## src/rtl/ecu_pkg.sv

```systemverilog
package ecu_pkg;

  typedef enum logic [1:0] {
    EDGE_OFF  = 2'b00,
    EDGE_RISE = 2'b01,
    EDGE_FALL = 2'b10,
    EDGE_BOTH = 2'b11
  } edge_sel_e;

  localparam int unsigned REG_CTRL  = 0;
  localparam int unsigned REG_IEN   = 1;
  localparam int unsigned REG_FLAG  = 2;
  localparam int unsigned REG_COUNT = 3;
  localparam int unsigned CAP_BASE  = 4;

endpackage

```

## src/rtl/ecu_sync.sv

```systemverilog
module ecu_sync #(
  parameter int W      = 1,
  parameter int STAGES = 2
) (
  input  logic         clk,
  input  logic         rst_n,
  input  logic [W-1:0] d,
  output logic [W-1:0] q
);

  logic [W-1:0] stg_q [STAGES];

  always_ff @(posedge clk or negedge rst_n) begin
    if (!rst_n) begin
      for (int s = 0; s < STAGES; s++) stg_q[s] <= '0;
    end else begin
      stg_q[0] <= d;
      for (int s = 1; s < STAGES; s++) stg_q[s] <= stg_q[s-1];
    end
  end

  assign q = stg_q[STAGES-1];

endmodule

```

## src/rtl/ecu_free_counter.sv

```systemverilog
module ecu_free_counter #(
  parameter int W = 16
) (
  input  logic         clk,
  input  logic         rst_n,
  output logic [W-1:0] value
);

  logic [W-1:0] val_q;

  always_ff @(posedge clk or negedge rst_n) begin
    if (!rst_n) val_q <= '0;
    else        val_q <= val_q + 1'b1;
  end

  assign value = val_q;

endmodule

```

## src/rtl/ecu_capture_channel.sv

```systemverilog
module ecu_capture_channel
  import ecu_pkg::*;
#(
  parameter int CNT_W = 16
) (
  input  logic             clk,
  input  logic             rst_n,
  input  logic             pin_s,
  input  edge_sel_e        sel,
  input  logic             arm,
  input  logic [CNT_W-1:0] now,
  input  logic             flag_clr,
  output logic [CNT_W-1:0] stamp,
  output logic             flag,
  output logic             hit
);

  logic             prev_q;
  logic             rise, fall, match;
  logic [CNT_W-1:0] stamp_q;
  logic             flag_q;

  // previous level keeps tracking even while disarmed, so arming never
  // produces a stale edge
  always_ff @(posedge clk or negedge rst_n) begin
    if (!rst_n) prev_q <= 1'b0;
    else        prev_q <= pin_s;
  end

  assign rise = pin_s & ~prev_q;
  assign fall = ~pin_s & prev_q;

  always_comb begin
    unique case (sel)
      EDGE_RISE: match = rise;
      EDGE_FALL: match = fall;
      EDGE_BOTH: match = rise | fall;
      default:   match = 1'b0;
    endcase
  end

  assign hit = arm & match;

  always_ff @(posedge clk or negedge rst_n) begin
    if (!rst_n) begin
      stamp_q <= '0;
      flag_q  <= 1'b0;
    end else begin
      if (hit) stamp_q <= now;
      if (hit)           flag_q <= 1'b1;
      else if (flag_clr) flag_q <= 1'b0;
    end
  end

  assign stamp = stamp_q;
  assign flag  = flag_q;

endmodule

```

## src/rtl/edge_capture_unit.sv

```systemverilog
module edge_capture_unit
  import ecu_pkg::*;
#(
  parameter int NUM_CH      = 4,
  parameter int CNT_W       = 16,
  parameter int SYNC_STAGES = 2,
  parameter int ADDR_W      = $clog2(CAP_BASE + NUM_CH)
) (
  input  logic              clk,
  input  logic              rst_n,
  input  logic [NUM_CH-1:0] cap_pin_i,
  input  logic              reg_wr_i,
  input  logic [ADDR_W-1:0] reg_addr_i,
  input  logic [CNT_W-1:0]  reg_wdata_i,
  output logic [CNT_W-1:0]  reg_rdata_o,
  output logic [CNT_W-1:0]  count_o,
  output logic              irq_o
);

  localparam int SHARED   = NUM_CH - 1;
  localparam int MODE_BIT = 2 * NUM_CH;

  logic [CNT_W-1:0]        cnt_q;
  logic [NUM_CH-1:0]       pin_s;
  edge_sel_e               edge_cfg_q [NUM_CH];
  logic                    shared_mode_q;
  logic [NUM_CH-1:0]       ien_q;
  logic [NUM_CH-1:0]       flag_vec;
  logic [NUM_CH-1:0]       hit_vec;
  logic [CNT_W-1:0]        stamp [NUM_CH];
  logic [NUM_CH*CNT_W-1:0] cap_flat;
  logic [CNT_W-1:0]        ctrl_rd;
  logic                    wr_ctrl, wr_ien, wr_flag;
  logic                    wdata_unused;

  ecu_free_counter #(.W(CNT_W)) cnt_i (
    .clk  (clk),
    .rst_n(rst_n),
    .value(cnt_q)
  );

  ecu_sync #(.W(NUM_CH), .STAGES(SYNC_STAGES)) sync_i (
    .clk  (clk),
    .rst_n(rst_n),
    .d    (cap_pin_i),
    .q    (pin_s)
  );

  assign wr_ctrl = reg_wr_i && (reg_addr_i == ADDR_W'(REG_CTRL));
  assign wr_ien  = reg_wr_i && (reg_addr_i == ADDR_W'(REG_IEN));
  assign wr_flag = reg_wr_i && (reg_addr_i == ADDR_W'(REG_FLAG));

  always_ff @(posedge clk or negedge rst_n) begin
    if (!rst_n) begin
      for (int c = 0; c < NUM_CH; c++) edge_cfg_q[c] <= EDGE_OFF;
      shared_mode_q <= 1'b0;
      ien_q         <= '0;
    end else begin
      if (wr_ctrl) begin
        for (int c = 0; c < NUM_CH; c++)
          edge_cfg_q[c] <= edge_sel_e'(reg_wdata_i[2*c +: 2]);
        shared_mode_q <= reg_wdata_i[MODE_BIT];
      end
      if (wr_ien) ien_q <= reg_wdata_i[NUM_CH-1:0];
    end
  end

  for (genvar g = 0; g < NUM_CH; g++) begin : g_ch
    logic arm;
    if (g == SHARED) begin : g_shared
      assign arm = shared_mode_q;
    end else begin : g_dedicated
      assign arm = 1'b1;
    end

    ecu_capture_channel #(.CNT_W(CNT_W)) ch_i (
      .clk     (clk),
      .rst_n   (rst_n),
      .pin_s   (pin_s[g]),
      .sel     (edge_cfg_q[g]),
      .arm     (arm),
      .now     (cnt_q),
      .flag_clr(wr_flag & reg_wdata_i[g]),
      .stamp   (stamp[g]),
      .flag    (flag_vec[g]),
      .hit     (hit_vec[g])
    );

    assign cap_flat[g*CNT_W +: CNT_W] = stamp[g];
  end

  always_comb begin
    ctrl_rd = '0;
    for (int c = 0; c < NUM_CH; c++) ctrl_rd[2*c +: 2] = edge_cfg_q[c];
    ctrl_rd[MODE_BIT] = shared_mode_q;
  end

  always_comb begin
    reg_rdata_o = '0;
    if (reg_addr_i == ADDR_W'(REG_CTRL))  reg_rdata_o = ctrl_rd;
    if (reg_addr_i == ADDR_W'(REG_IEN))   reg_rdata_o[NUM_CH-1:0] = ien_q;
    if (reg_addr_i == ADDR_W'(REG_FLAG))  reg_rdata_o[NUM_CH-1:0] = flag_vec;
    if (reg_addr_i == ADDR_W'(REG_COUNT)) reg_rdata_o = cnt_q;
    for (int c = 0; c < NUM_CH; c++)
      if (reg_addr_i == ADDR_W'(CAP_BASE + c)) reg_rdata_o = stamp[c];
  end

  assign count_o      = cnt_q;
  assign irq_o        = |(flag_vec & ien_q);
  assign wdata_unused = ^{reg_wdata_i[CNT_W-1:MODE_BIT+1], hit_vec};

endmodule

```

## config.mk

```make
export PLATFORM = sky130hd
export DESIGN_NAME = edge_capture_unit
export DESIGN_NICKNAME = d
export VERILOG_FILES = /design/src/rtl/ecu_pkg.sv /design/src/rtl/ecu_sync.sv /design/src/rtl/ecu_free_counter.sv /design/src/rtl/ecu_capture_channel.sv /design/src/rtl/edge_capture_unit.sv
export SDC_FILE = /design/constraint.sdc
export NUM_CORES = 1
export LEC_CHECK = 0
export CAP_MARGIN = 20
export CORE_UTILIZATION = 40
export DETAILED_ROUTE_END_ITERATION = 8
export DONT_BUFFER_PORTS = 1
export GPL_ROUTABILITY_DRIVEN = 1
export PLACE_DENSITY = 0.61
export REMOVE_ABC_BUFFERS = 1
export SYNTH_ARGS = -nofsm -noshare
export SYNTH_HDL_FRONTEND = slang
export SYNTH_SLANG_ARGS = --single-unit
```

## constraint.sdc

```tcl
create_clock -name clk -period 3.5 [get_ports clk]
set_input_delay 0.175 -clock clk [delete_from_list [all_inputs] [get_ports clk]]
set_output_delay 0.175 -clock clk [all_outputs]
set_load 0.01 [all_outputs]
```

==> run metrics, run 1 <==
ANT cells=0; post-route ant nets=0; clock skew=~0.0057 ns; Final GP Congestion=~0.7; slowest stage delay, CP=0.85 ns; Synth warnings=0; CTS Buf Count=9; gr ovfl total=0; routed wire length=approximately 11 mm; ys async rst share=100%; post-place instance area=~5300 um2; worst-path fanout max=17; Slew HR=25.9%; routed length per instance=approximately 18 um; Clk pin slew, worst setup/hold paths=0.07 ns; Layout area overhead=10.2%; Seq/Total Area, Yosys=between 50% and 60%; number of global-route vias before repair=between 3,000 and 4,000; global-route wire length before repair=approximately 17 mm; cells along the critical path=inv_1 -> ha_1 -> nand2_1 -> o21ai_2 -> mux2_2; Total GRT Usage=between 10% and 20%; CTS tree=done; Power Dens Cells=around 530 nW/um2; vias per cell=roughly 5.5; Placed Instances=567; Max-Cap Viols=0; Fmax=0.489 GHz; crit share post-route=around 58%; total number of vias=between 3,000 and 4,000; fin util=45.5%; largest family of logic cells by synthesized area=multiplexers; Arr. time, crit path=around 2.3 ns; DR pass1 iterations=4; synthesis-stage register bit count=between 100 and 150; Synth Area in XOR/XNOR=under 10%; WP data required=3.73 ns; Synth Area in Simple Gates=under 10%; Die Ht=~120 um; # DRC=0; DPL Wire Length=between 6 and 7 mm; largest net degree at the start of global routing=110; Max VDD drop=~0.20 mV; Initial DRC Count=~170; distinct cell type count after synthesis=51; multiplexer area fraction after synthesis=between 20% and 30%; starting density of the core=between 40% and 50%; die area=13,600 um2; htree depth=3; EDFF count, synth=0; Slowest-stage cell, CP=o21ai_2; commonest non-fill, non-tap cell in the layout=dfrtp_1; synthesized area=~5200 um2; share of layout cells above drive strength 1=24.2%; worst skew pair latency=roughly 0.35 ns; Tmin final=approximately 2.0 ns; RSZ-0062 raised after global routing=false; post-cts repair resize count=0; Horiz. Die Dim=approximately 120 um; P_leak=~2.7 nW; Rows=around 40; fin area=about 5800 um2; nets@finish=~460; Synth Area in Adders=~2.2%; Total Power=3.08 mW; startpoint types=flop; Tightest Pin Transition=about 1.1 ns; Hold Violations, Final=0; Worst Setup End Kind=flop; fillers=between 1,000 and 1,500; setup tns final=0 ns; Final Non-Filler Cells=between 500 and 600; Top-Level Pins=59; worst min path class=in -> reg; Hold-fix buffers, CTS=15; Syn Area/Cell=~12 um2; status=completed; CTS Sinks=around 110; most frequent cells in the layout=dfrtp_1, mux2_2, nand2_1; number of I/O port buffers=0; Synth Area in Compound Gates=10.2%; WS Path Type=reg -> reg; Root Driver=clkbuf_16; Final setup viols=0; CORE AREA=12,700 um2; Synth Flop Type=dfrtp_1; Syn Inst Count=about 420; setup bufs post-CTS=0; count of final max-slew check failures=0; initial antenna violation count=0; CTS Buffer Depth=2
sequential cells by signal (all words and copies together), names as in the netlist:
| register | count |
|---|---|
| ctrl_rd | 8 |
| g_ch.ch_i.flag | 4 |
| sync_i.q | 4 |
| g_ch.arm | 1 |
| cnt_i.value | 16 |
| sync_i.stg_q | 4 |
| ien_q | 4 |
| g_ch.ch_i.prev_q | 4 |
| g_ch.ch_i.stamp | 64 |
kinds of logic (layout without fill, tap and decap cells):
| logic type | count (synthesis) | in the layout |
|---|---|---|
| compound gates | 70 | 70 |
| xor+xnor | 14 | 14 |
| fa+ha+maj | 9 | 9 |
| buf+inv | 44 | 49 |
| flops | 109 | 109 |
| mux | 99 | 99 |
| simple gates | 76 | 76 |
Yosys cell counts, types with 2 or more instances:
cell | instances | area share [%]
nand3_1 | 8 | 0.76
nor2b_1 | 7 | 0.84
inv_1 | 16 | 1.1
a221o_1 | 2 | 0.38
a31oi_1 | 2 | 0.24
nor2_1 | 18 | 1.3
mux2_2 | 68 | 15
mux2i_1 | 21 | 4.0
a21oi_1 | 6 | 0.57
buf_2 | 12 | 1.1
dfrtp_1 | 109 | 52
nand4_1 | 3 | 0.36
xnor2_1 | 8 | 1.3
a32oi_1 | 2 | 0.33
buf_4 | 2 | 0.29
buf_6 | 4 | 0.86
o21ai_2 | 2 | 0.33
nand2_1 | 25 | 1.8
o22a_1 | 2 | 0.33
o21ai_0 | 15 | 1.4
a22o_1 | 18 | 3.0
ha_1 | 9 | 2.2
o21ai_1 | 2 | 0.19
buf_1 | 2 | 0.14
xor2_1 | 6 | 1.0
and2_0 | 2 | 0.24
clkbuf_1 | 6 | 0.43
o221ai_1 | 3 | 0.50
nor3_1 | 3 | 0.29
a21o_1 | 3 | 0.43
nand2b_1 | 4 | 0.48
a22oi_1 | 4 | 0.57
mux2_4 | 9 | 2.6
report_power, final:
group          switching, mW  leakage [nW]  internal, mW
combinational          0.245          1.14         0.265
clock                  0.421         0.143         0.620
sequential             0.105          1.38          1.43
total                  0.771          2.66          2.31
final timing paths:
kind,cells past startpoint,start,endpoint,slack (ns)
min,2,reg_wdata_i[3],g_ch[3].ch_i.flag,0.04
max in group asynchronous,2,rst_n,g_ch[3].ch_i.stamp[11],2.66
min reg2reg,0,sync_i.stg_q[4],sync_i.q[0],0.35
min in group asynchronous,2,rst_n,ctrl_rd[5],0.39
max reg2reg,5,g_ch[2].ch_i.prev_q,g_ch[2].ch_i.stamp[13],1.45
max,5,g_ch[2].ch_i.prev_q,g_ch[2].ch_i.stamp[13],1.45
worst max-delay path, delay by kind of cell (launching register included):
family,cells,cell delay [ns]
AO/OA/AOI/OAI,1,0.85
multiplexers,1,0.43
flip-flops,1,0.39
adder cells (fa/ha/maj),1,0.13
buffers and inverters,1,0.06
AND/OR/NAND/NOR,1,0.06
layer usage:
layer / vias to the layer above / part of all wire, % / global-route usage, %
li1: 1502 / - / -
met1: 1689 / 45 / 22.8
met2: 64 / 48 / 27.7
met3: 12 / 4.8 / 3.22
met4: 0 / 1.9 / 8.03
met5: - / 0 / 0
per-stage QoR:
step           worst slack, ns  hold WS, ns
2_1_floorplan             1.75       -0.121
3_3_place_gp              1.48       -0.117
3_5_place_dp              1.44       -0.117
4_1_cts                   1.43       0.0347
5_1_grt                   1.34       0.0571
6_report                  1.45       0.0413
layout make-up:
cell class,count,area (um2),share of cell area (%)
sequential,109,2730,47.3
multi-input combinational,268,2270,39.4
inverter,16,60.1,1.04
tap,172,215,3.73
clock inverter,2,60.1,1.04
timing repair buffer,19,198,3.43
clock buffer,12,236,4.10
(Power assumes the default switching activity.)
==> run 2, diff against run 1 <==
- clock period: 3.5 -> 2.05 ns (I/O delays scaled with it)
==> run 2 against run 1 <==
The run now ends with hold timing left. Cell area up 0.22%. Sequential share of layout area down 0.10 points. Setup slack worse by 1.1 ns. Via count down 0.12%.
==> run metrics, run 2 (synthesized netlist as in run 1, its figures left out) <==
Crit path max-delay family=compound AO/OA/AOI/OAI gates; DR pass1 iterations=4 (unchanged); Final GP Congestion=0.706 (-0.47%); post-route ant nets=0 (unchanged); worst-path fanout max=8 (-9); Horiz. Die Dim=116 um (unchanged); setup tns final=0 ns (unchanged); Fmax=between 0.5 and 0.6 GHz; Buf/Inv on CP=1 (unchanged); Layout area overhead=10.4%; P_leak=2.67 nW (+0.42%); fin area=5780 um2 (+0.22%); Final setup viols=0 (unchanged); violated checks=hold timing; startpoint types=flop; CTS Buffer Depth=2 (unchanged); global-route wire length before repair=17.9 mm (+2.2%); Die Ht=116 um (unchanged); CORE AREA=12,700 um2 (unchanged); crit share post-route=between 80% and 90%; vias per cell=5.42 (-0.79%); post-place instance area=5420 um2 (+2.4%); Hold Violations, Final=109 (+109); die area=13,600 um2 (unchanged); initial antenna violation count=0 (unchanged); total number of vias=3,263 (-0.12%); Power Dens Cells=866 nW/um2 (+62%); CTS Buf Count=9 (unchanged); starting density of the core=41.3% (unchanged); CP Capture Point=reg_rdata_o[3]; Worst path depth=4 (-1); WP data required=1.95 ns (-1.78 ns); Slew HR=53.4% (+27 points); status=complete, but fails checks; gr ovfl total=0 (unchanged); Arr. time, crit path=1.59 ns (-0.69 ns); Root Driver=clkbuf_16; Tmin final=approximately 1.7 ns; reg2reg path depth=6 (+1); Clk pin slew, worst setup/hold paths=0.07 ns (about the same); routed length per instance=18.1 um (+0.55%); dpl ws=0.379 ns (-1.06 ns); max reg flops=64 (unchanged); Slowest-stage cell, CP=dfrtp_1; post-cts repair resize count=0 (unchanged); Top-Level Pins=59 (unchanged); Hold-fix buffers, CTS=13 (-2); nets@finish=464 (+1.3%); R2R Setup Slk=0.38 ns (-1.07 ns); Worst Setup End Kind=output pin; setup bufs post-CTS=0 (unchanged); worst skew pair latency=0.35 ns (about the same); Initial DRC Count=142 (-18%); largest net degree at the start of global routing=110 (unchanged); RSZ-0062 raised after global routing=false; WS Path Type=reg -> out; clock skew=0.0103 ns (+0.00465 ns); Max-Cap Viols=0 (unchanged); ANT cells=0 (unchanged); Placed Instances=577 (+1.8%); Total GRT Usage=17.7% (+0.42 points); Reg-to-Reg End=g_ch[3].ch_i.stamp[2]; cells along the critical path=inv_1 -> a21oi_1 -> o32ai_1 -> o22ai_1; launching point of the worst reg2reg path=sync_i.q[3]; Max VDD drop=0.341 mV (+73%); routed wire length=10.9 mm (+1.2%); most frequent cells in the layout=dfrtp_1, mux2_2, nand2_1; CTS Sinks=109 (unchanged); fin worst setup slack=0.359 ns (-1.09 ns); commonest non-fill, non-tap cell in the layout=dfrtp_1; CP startpoint=cnt_i.value[3]; slowest stage delay, CP=0.57 ns (-0.28 ns); worst hold slack=-0.547 ns (-0.588 ns); DPL Wire Length=7.03 mm (+1.6%); # DRC=0 (unchanged); CTS tree=done; number of global-route vias before repair=3,296 (+1.5%); count of final max-slew check failures=0 (unchanged); number of I/O port buffers=0 (unchanged); Rows=41 (unchanged); htree depth=3 (unchanged); worst min path class=in -> async; Tightest Pin Transition=0.698 ns (-0.413 ns); Total Power=5.01 mW (+62%); fin util=45.6% (+0.099 points); Final Non-Filler Cells=602 (+0.67%); share of layout cells above drive strength 1=25.1% (+0.94 points)
[run 2: worst min path at each step]
stage | start | endpoint | depth (start not counted)
2_1_floorplan | rst_n | cnt_i.value[0] | 0
3_3_place_gp | rst_n | sync_i.stg_q[6] | 0
3_5_place_dp | rst_n | sync_i.stg_q[6] | 0
4_1_cts | rst_n | ctrl_rd[7] | 0
5_1_grt | rst_n | sync_i.stg_q[6] | 0
6_report | rst_n | g_ch[2].ch_i.stamp[13] | 0
[run 2: report_power, final]
part           leakage (nW)  internal (mW)  switching [mW]
clock                 0.114          0.799           0.714
sequential             1.38           2.44           0.177
combinational          1.18          0.491           0.388
total                  2.67           3.73            1.28
[run 2: final cells by class]
class	count	area (um2)
flip-flops and latches	109	2730
multi-input cells	268	2270
well taps	172	215
fillers	1167	6890
clock buffers	12	236
inverters	16	60.1
repair buffers	25	270
[run 2: layer usage]
metal	routed length (um)	GRT usage [%]	share of wire, %	up-vias
met3	428	3.06	3.9	16
li1	-	-	-	1501
met4	248	9.32	2.3	0
met5	0	0	0	-
met2	5290	28.3	48	46
met1	4950	23.2	45	1700
